**config.mk**
```make
export PLATFORM = sky130hd
export DESIGN_NAME = slot_delineator
export DESIGN_NICKNAME = d
export VERILOG_FILES = /design/src/rtl/slot_delin_pkg.sv /design/src/rtl/hcs_window.sv /design/src/rtl/slot_pos_ctr.sv /design/src/rtl/delin_fsm.sv /design/src/rtl/slot_delineator.sv
export SDC_FILE = /design/constraint.sdc
export NUM_CORES = 1
export LEC_CHECK = 0
export BUFFER_PORTS_ARGS = -buffer_cell sky130_fd_sc_hd__buf_2
export CAP_MARGIN = 10
export CORE_UTILIZATION = 60
export DETAILED_ROUTE_END_ITERATION = 7
export GPL_ROUTABILITY_DRIVEN = 0
export HOLD_SLACK_MARGIN = 0.05
export PLACE_DENSITY = 0.78
export SLEW_MARGIN = 20
export SYNTH_ARGS = -nofsm -noshare
export SYNTH_HDL_FRONTEND = slang
export SYNTH_SLANG_ARGS = --single-unit
```
**constraint.sdc**
```tcl
create_clock -name clk -period 4.8 [get_ports clk]
set_input_delay 0.48 -clock clk [delete_from_list [all_inputs] [get_ports clk]]
set_output_delay 0.48 -clock clk [all_outputs]
set_load 0.03 [all_outputs]
```
**src/rtl/slot_delin_pkg.sv**
```systemverilog
`timescale 1ns/1ps
package slot_delin_pkg;

  typedef enum logic [1:0] {
    ST_HUNT    = 2'd0,
    ST_PRESYNC = 2'd1,
    ST_SYNC    = 2'd2
  } delin_st_e;

  // header octets protected by the check sequence
  localparam int COVER_OCTETS = 3;
  localparam logic [7:0] HCS_POLY = 8'h07;

  // serial CRC-8, MSB first, zero start value
  function automatic logic [7:0] hcs_calc(input logic [8*COVER_OCTETS-1:0] hdr);
    logic [7:0] c;
    logic       fb;
    c = '0;
    for (int i = 8*COVER_OCTETS-1; i >= 0; i--) begin
      fb = c[7] ^ hdr[i];
      c  = {c[6:0], 1'b0} ^ (fb ? HCS_POLY : 8'h00);
    end
    return c;
  endfunction

endpackage

```
**src/rtl/hcs_window.sv**
```systemverilog
`timescale 1ns/1ps
module hcs_window
  import slot_delin_pkg::*;
#(
  parameter int         HDR_OCTETS = 5,
  parameter logic [7:0] COSET      = 8'h55
) (
  input  logic       clk,
  input  logic       rst_n,
  input  logic       acc,
  input  logic [7:0] din,
  output logic       hit
);
  localparam int STAGES = HDR_OCTETS - 1;
  localparam int FILL_W = $clog2(STAGES + 1);
  localparam logic [FILL_W-1:0] FULL_N = FILL_W'(STAGES);

  // oldest octet in the top byte, newest stored octet in the low byte
  logic [8*STAGES-1:0]     shift_q;
  logic [8*HDR_OCTETS-1:0] win;
  logic [FILL_W-1:0]       fill_q;
  logic                    full;
  logic [7:0]              calc;

  always_ff @(posedge clk or negedge rst_n) begin
    if (!rst_n) begin
      shift_q <= '0;
      fill_q  <= '0;
    end else if (acc) begin
      shift_q <= {shift_q[8*STAGES-9:0], din};
      if (fill_q != FULL_N) fill_q <= fill_q + 1'b1;
    end
  end

  assign win  = {shift_q, din};
  assign full = (fill_q == FULL_N);
  assign calc = hcs_calc(win[8*HDR_OCTETS-1 -: 8*COVER_OCTETS]) ^ COSET;
  assign hit  = full && (calc == win[7:0]);

  AST_WIN_HOLD: assert property (@(posedge clk) disable iff (!rst_n)
    !acc |=> $stable(shift_q) && $stable(fill_q));

endmodule

```
**src/rtl/slot_pos_ctr.sv**
```systemverilog
`timescale 1ns/1ps
module slot_pos_ctr #(
  parameter int SLOT_OCTETS = 53,
  parameter int HDR_OCTETS  = 5
) (
  input  logic clk,
  input  logic rst_n,
  input  logic acc,
  input  logic realign,
  output logic at_chk,
  output logic at_first,
  output logic in_hdr
);
  localparam int POS_W = $clog2(SLOT_OCTETS);
  localparam logic [POS_W-1:0] LAST  = POS_W'(SLOT_OCTETS - 1);
  localparam logic [POS_W-1:0] CHK   = POS_W'(HDR_OCTETS - 1);
  localparam logic [POS_W-1:0] AFTER = POS_W'(HDR_OCTETS);
  localparam logic [POS_W-1:0] HLEN  = POS_W'(HDR_OCTETS);

  // cnt_q holds the slot index of the next octet to be accepted
  logic [POS_W-1:0] cnt_q;
  logic [POS_W-1:0] idx;

  always_ff @(posedge clk or negedge rst_n) begin
    if (!rst_n)              cnt_q <= '0;
    else if (acc) begin
      if (realign)           cnt_q <= AFTER;
      else if (cnt_q == LAST) cnt_q <= '0;
      else                   cnt_q <= cnt_q + 1'b1;
    end
  end

  // a fresh match makes the current octet the last header octet
  assign idx      = realign ? CHK : cnt_q;
  assign at_chk   = (idx == CHK);
  assign at_first = (idx == '0);
  assign in_hdr   = (idx < HLEN);

  AST_POS_HOLD: assert property (@(posedge clk) disable iff (!rst_n)
    !acc |=> $stable(cnt_q));

  AST_POS_RANGE: assert property (@(posedge clk) disable iff (!rst_n)
    cnt_q <= LAST);

endmodule

```
**src/rtl/delin_fsm.sv**
```systemverilog
`timescale 1ns/1ps
module delin_fsm
  import slot_delin_pkg::*;
#(
  parameter int PRESYNC_N = 6,
  parameter int MISS_N    = 7
) (
  input  logic      clk,
  input  logic      rst_n,
  input  logic      acc,
  input  logic      hit,
  input  logic      at_chk,
  output delin_st_e st_q,
  output delin_st_e st_nx,
  output logic      realign
);
  localparam int GW = $clog2(PRESYNC_N + 1);
  localparam int MW = $clog2(MISS_N + 1);
  localparam logic [GW-1:0] GOOD_END = GW'(PRESYNC_N - 1);
  localparam logic [MW-1:0] MISS_END = MW'(MISS_N - 1);

  logic [GW-1:0] good_q, good_nx;
  logic [MW-1:0] miss_q, miss_nx;

  assign realign = acc && (st_q == ST_HUNT) && hit;

  always_comb begin
    st_nx   = st_q;
    good_nx = good_q;
    miss_nx = miss_q;
    if (acc) begin
      unique case (st_q)
        ST_HUNT: begin
          if (hit) begin
            st_nx   = ST_PRESYNC;
            good_nx = '0;
          end
        end
        ST_PRESYNC: begin
          if (at_chk) begin
            if (!hit) st_nx = ST_HUNT;
            else if (good_q == GOOD_END) begin
              st_nx   = ST_SYNC;
              miss_nx = '0;
            end else good_nx = good_q + 1'b1;
          end
        end
        ST_SYNC: begin
          if (at_chk) begin
            if (hit) miss_nx = '0;
            else if (miss_q == MISS_END) st_nx = ST_HUNT;
            else miss_nx = miss_q + 1'b1;
          end
        end
        default: st_nx = ST_HUNT;
      endcase
    end
  end

  always_ff @(posedge clk or negedge rst_n) begin
    if (!rst_n) begin
      st_q   <= ST_HUNT;
      good_q <= '0;
      miss_q <= '0;
    end else begin
      st_q   <= st_nx;
      good_q <= good_nx;
      miss_q <= miss_nx;
    end
  end

  AST_HUNT_EXIT: assert property (@(posedge clk) disable iff (!rst_n)
    ($past(st_q) == ST_HUNT && st_q != ST_HUNT) |-> ($past(acc && hit) && st_q == ST_PRESYNC));

  AST_SYNC_ENTRY: assert property (@(posedge clk) disable iff (!rst_n)
    ($past(st_q) != ST_SYNC && st_q == ST_SYNC) |-> ($past(st_q) == ST_PRESYNC && $past(acc && at_chk && hit)));

  AST_SYNC_LOSS: assert property (@(posedge clk) disable iff (!rst_n)
    ($past(st_q) == ST_SYNC && st_q != ST_SYNC) |-> ($past(acc && at_chk && !hit) && $past(miss_q) == MISS_END));

  AST_STATE_HOLD: assert property (@(posedge clk) disable iff (!rst_n)
    !acc |=> $stable(st_q));

endmodule

```
**src/rtl/slot_delineator.sv**
```systemverilog
`timescale 1ns/1ps
module slot_delineator
  import slot_delin_pkg::*;
#(
  parameter int         SLOT_OCTETS = 53,
  parameter int         HDR_OCTETS  = 5,
  parameter int         PRESYNC_N   = 6,
  parameter int         MISS_N      = 7,
  parameter logic [7:0] HCS_COSET   = 8'h55
) (
  input  logic       clk,
  input  logic       rst_n,
  input  logic       in_valid,
  input  logic       in_pay,
  input  logic [7:0] in_octet,
  output logic       slot_start,
  output logic       hdr_phase,
  output logic       slot_lock
);
  logic      acc;
  logic      hit;
  logic      realign;
  logic      at_chk;
  logic      at_first;
  logic      in_hdr;
  delin_st_e st_q;
  delin_st_e st_nx;

  assign acc = in_valid & in_pay;

  hcs_window #(
    .HDR_OCTETS (HDR_OCTETS),
    .COSET      (HCS_COSET)
  ) u_win (
    .clk   (clk),
    .rst_n (rst_n),
    .acc   (acc),
    .din   (in_octet),
    .hit   (hit)
  );

  slot_pos_ctr #(
    .SLOT_OCTETS (SLOT_OCTETS),
    .HDR_OCTETS  (HDR_OCTETS)
  ) u_pos (
    .clk      (clk),
    .rst_n    (rst_n),
    .acc      (acc),
    .realign  (realign),
    .at_chk   (at_chk),
    .at_first (at_first),
    .in_hdr   (in_hdr)
  );

  delin_fsm #(
    .PRESYNC_N (PRESYNC_N),
    .MISS_N    (MISS_N)
  ) u_fsm (
    .clk     (clk),
    .rst_n   (rst_n),
    .acc     (acc),
    .hit     (hit),
    .at_chk  (at_chk),
    .st_q    (st_q),
    .st_nx   (st_nx),
    .realign (realign)
  );

  always_ff @(posedge clk or negedge rst_n) begin
    if (!rst_n) begin
      slot_start <= 1'b0;
      hdr_phase  <= 1'b0;
    end else begin
      slot_start <= acc && (st_nx != ST_HUNT) && at_first;
      hdr_phase  <= acc && (st_nx != ST_HUNT) && in_hdr;
    end
  end

  assign slot_lock = (st_q == ST_SYNC);

  AST_START_IN_HDR: assert property (@(posedge clk) disable iff (!rst_n)
    slot_start |-> hdr_phase);

  AST_MARK_ON_ACC: assert property (@(posedge clk) disable iff (!rst_n)
    (slot_start || hdr_phase) |-> $past(in_valid && in_pay));

endmodule

```
==> metrics.txt <==
Worst setup SP type register; RR Startpoint u_win.shift_q[29]; Vias/cell between 5 and 6; worst-path maximum fanout 12; Chip Width between 70 and 80 microns; EDFF count, synth 0; Slew HR 0.435; clk slew on worst S/H paths roughly 0.090 ns; Setup TNS 0 ns; die area 5610 sq um; Final setup viols 0; slowest stage cell, crit path xnor3_2; Worst Setup SP u_win.shift_q[29]; Synthesized Nets between 300 and 400; Gate Count Post-Synth between 300 and 400; Die H between 70 and 80 microns; Initial Util 0.624; crit path capture type register; Avg Cell Area, Syn about 9 sq um; delay-heaviest family, CP XOR/XNOR gates; non-filler instance count after layout 429; first drt pass iteration count 4; maximum clock path buffer count 2; Layout fillers between 400 and 500; boundary pin count 15; # hold bufs at CTS 0; Synth area leader dfrtp_1; initial antenna violation count 0; Synth top area share 0.400; Hold WS between 0.2 and 0.3 ns; largest net degree at the start of global routing 52; Port Buffers 14; minimum clock period approximately 3.0 ns; post-route ant nets 0; drt initial violations roughly 100; static leakage approximately 1.7 nW; NumNets Final 382; vias in the first global route slightly below 2000; core area 5110 sq um; post-DP HPWL a little over 4000 microns; Post-synth top cells 115 x nand2_1, 51 x dfrtp_1, 29 x xnor2_1, 13 x inv_1; fin crit share 0.631; slowest cell delay on critical path between 0.4 and 0.5 ns; R2R depth 9; Worst VDD drop around 0.29 mV; crit path cell chain xnor3_2, xnor2_2, xor3_1, or2_1, o221ai_2, and4b_4, and2_1, a21oi_1, a2111oi_2; clk_lat worst skew between 0.3 and 0.4 ns; worst min path class in2async; drt wl/cell about 14 microns; clock root buffer clkbuf_8; fmax around 0.33 GHz; RSZ-0062 raised after global routing false; max cap viols 0; post-route cell area about 3400 sq um; top post-synthesis cells by area dfrtp_1 40%, nand2_1 14%, xnor2_1 8.0%; clock buffer count from CTS 5; drt total wl 5960 microns; CTS tree done; Site Rows 26; drt drc 0; worst reg2reg path endpoint hdr_phase; Max Slew Vio Count 0; crit path buf inv count 0; CTS Sinks approximately 50; Setup Buffers After CTS 0; FF/Latch Area 1280 sq um; status finished clean; Syn. warnings 0; WS Path Type reg2reg; Total GRT Usage 0.235; final hold violation count 0; Critical Path AT 3.23 ns; Yosys reg bits between 50 and 60; cts repair resizes 0; ys async rst share 1.00; worst reg2reg setup slack 1.77 ns; register area share after synthesis 0.400; most frequent cell after synthesis nand2_1; actual slew at the worst max-slew pin 0.847 ns; Distinct cells, synth between 40 and 50; first-pass GRT wire length about 9700 microns; placed insts roughly 420; Mapped Area about 3200 sq um; footprint of the multi-input gates ~1800 sq um; vias after detailed routing around 2300; layout cells sized above 1 0.0975; critical path required time 5.00 ns; Main synth FF type dfrtp_1; Diodes inserted 0; total grt overflow 0; PwrDens between 500 and 600 nW/um^2; post-placement cell area between 3000 and 4000 sq um; H-tree levels 2; Max Clock Skew about 0.014 ns; Syn-to-layout area delta 7.30%
[worst max path at each step]
stage | end | slack [ns] | depth (start not counted)
finish | hdr_phase | 1.77 | 9
global placement | hdr_phase | 1.87 | 9
detailed placement | hdr_phase | 1.79 | 9
floorplan | hdr_phase | 1.94 | 10
global route | hdr_phase | 1.58 | 9
CTS | hdr_phase | 1.76 | 9
[state kept, by name, summed over array words and instances (netlist names)]
register and flops:
u_win.fill_q 3, hdr_phase 1, u_fsm.good_q 3, slot_start 1, u_fsm.st_q 2, u_fsm.miss_q 3
u_win.shift_q 32, u_pos.cnt_q 6
[cell type report]
class	instances	share of cell area
multi-input combinational	270	0.526
sequential	51	0.373
timing repair buffer	17	0.0271
tap	70	0.0256
clock buffer	5	0.0201
inverter	13	0.0143
clock inverter	3	0.0139
[cells by family (layout without fill, tap and decap cells)]
group / Yosys count / count (layout) / share of synthesized area
and+or+nand+nor: 154 / 154 / 0.205
xor gates and xnor gates: 54 / 54 / 0.199
DFF: 51 / 51 / 0.400
AOI/OAI and AO/OA: 44 / 44 / 0.0923
buffers and inverters: 27 / 38 / 0.0353
adders and majority gates: 12 / 12 / 0.0471
muxes: 6 / 6 / 0.0200
[layout by cell type, fill, tap and decap left out, types with 2 or more instances in the layout]
cell type    n
xnor2_1     29
and2_1       3
xor2_1      12
a31oi_1      2
a21o_1       2
mux2_2       3
xnor3_1      8
o31ai_1      2
nor2b_1      2
buf_4        3
o21ai_0     11
nand2_1    115
or3_1        2
nor4_1       2
clkbuf_8     5
a211oi_1     3
nor3_1       7
ha_1        12
nand4b_1     2
dfrtp_1     51
nand2b_1     3
nand3_1      5
or2_1        2
nor2_1       8
o21a_1       2
inv_1       13
a21boi_0     2
mux2i_1      3
a21oi_1      9
xnor2_2      2
o21ai_1      2
buf_2       14
[metrics by stage]
stage	worst slack (ns)	power (mW)	utilization
floorplan	1.94	1.33	-
global placement	1.87	1.45	0.647
detailed placement	1.79	1.47	0.647
CTS	1.76	1.79	0.670
global route	1.58	1.92	0.670
finish	1.77	1.78	0.670
[per-layer routing]
layer	track usage	wire length [microns]	vias to the layer above
met5	0	0	-
met4	0.0629	59	0
met1	0.357	2930	1082
met3	0.0522	250	4
li1	-	-	1163
met2	0.341	2720	46
[worst reg2reg max path, delay by kind of cell (launching register included)]
family	cells	cell delay, ns
xor gates and xnor gates	3	1.01
AOI/OAI and AO/OA	3	0.60
DFF	1	0.41
and+or+nand+nor	3	0.90
[where the power goes]
| part | internal, mW | leakage, nW | total [mW] | switching [mW] |
|---|---|---|---|---|
| Combinational | 0.436 | 0.952 | 0.853 | 0.417 |
| Clock | 0.158 | 0.0587 | 0.309 | 0.151 |
| Sequential | 0.514 | 0.643 | 0.622 | 0.108 |
| Total | 1.11 | 1.65 | 1.78 | 0.676 |
Note: power is estimated with default switching activity, not from simulation.
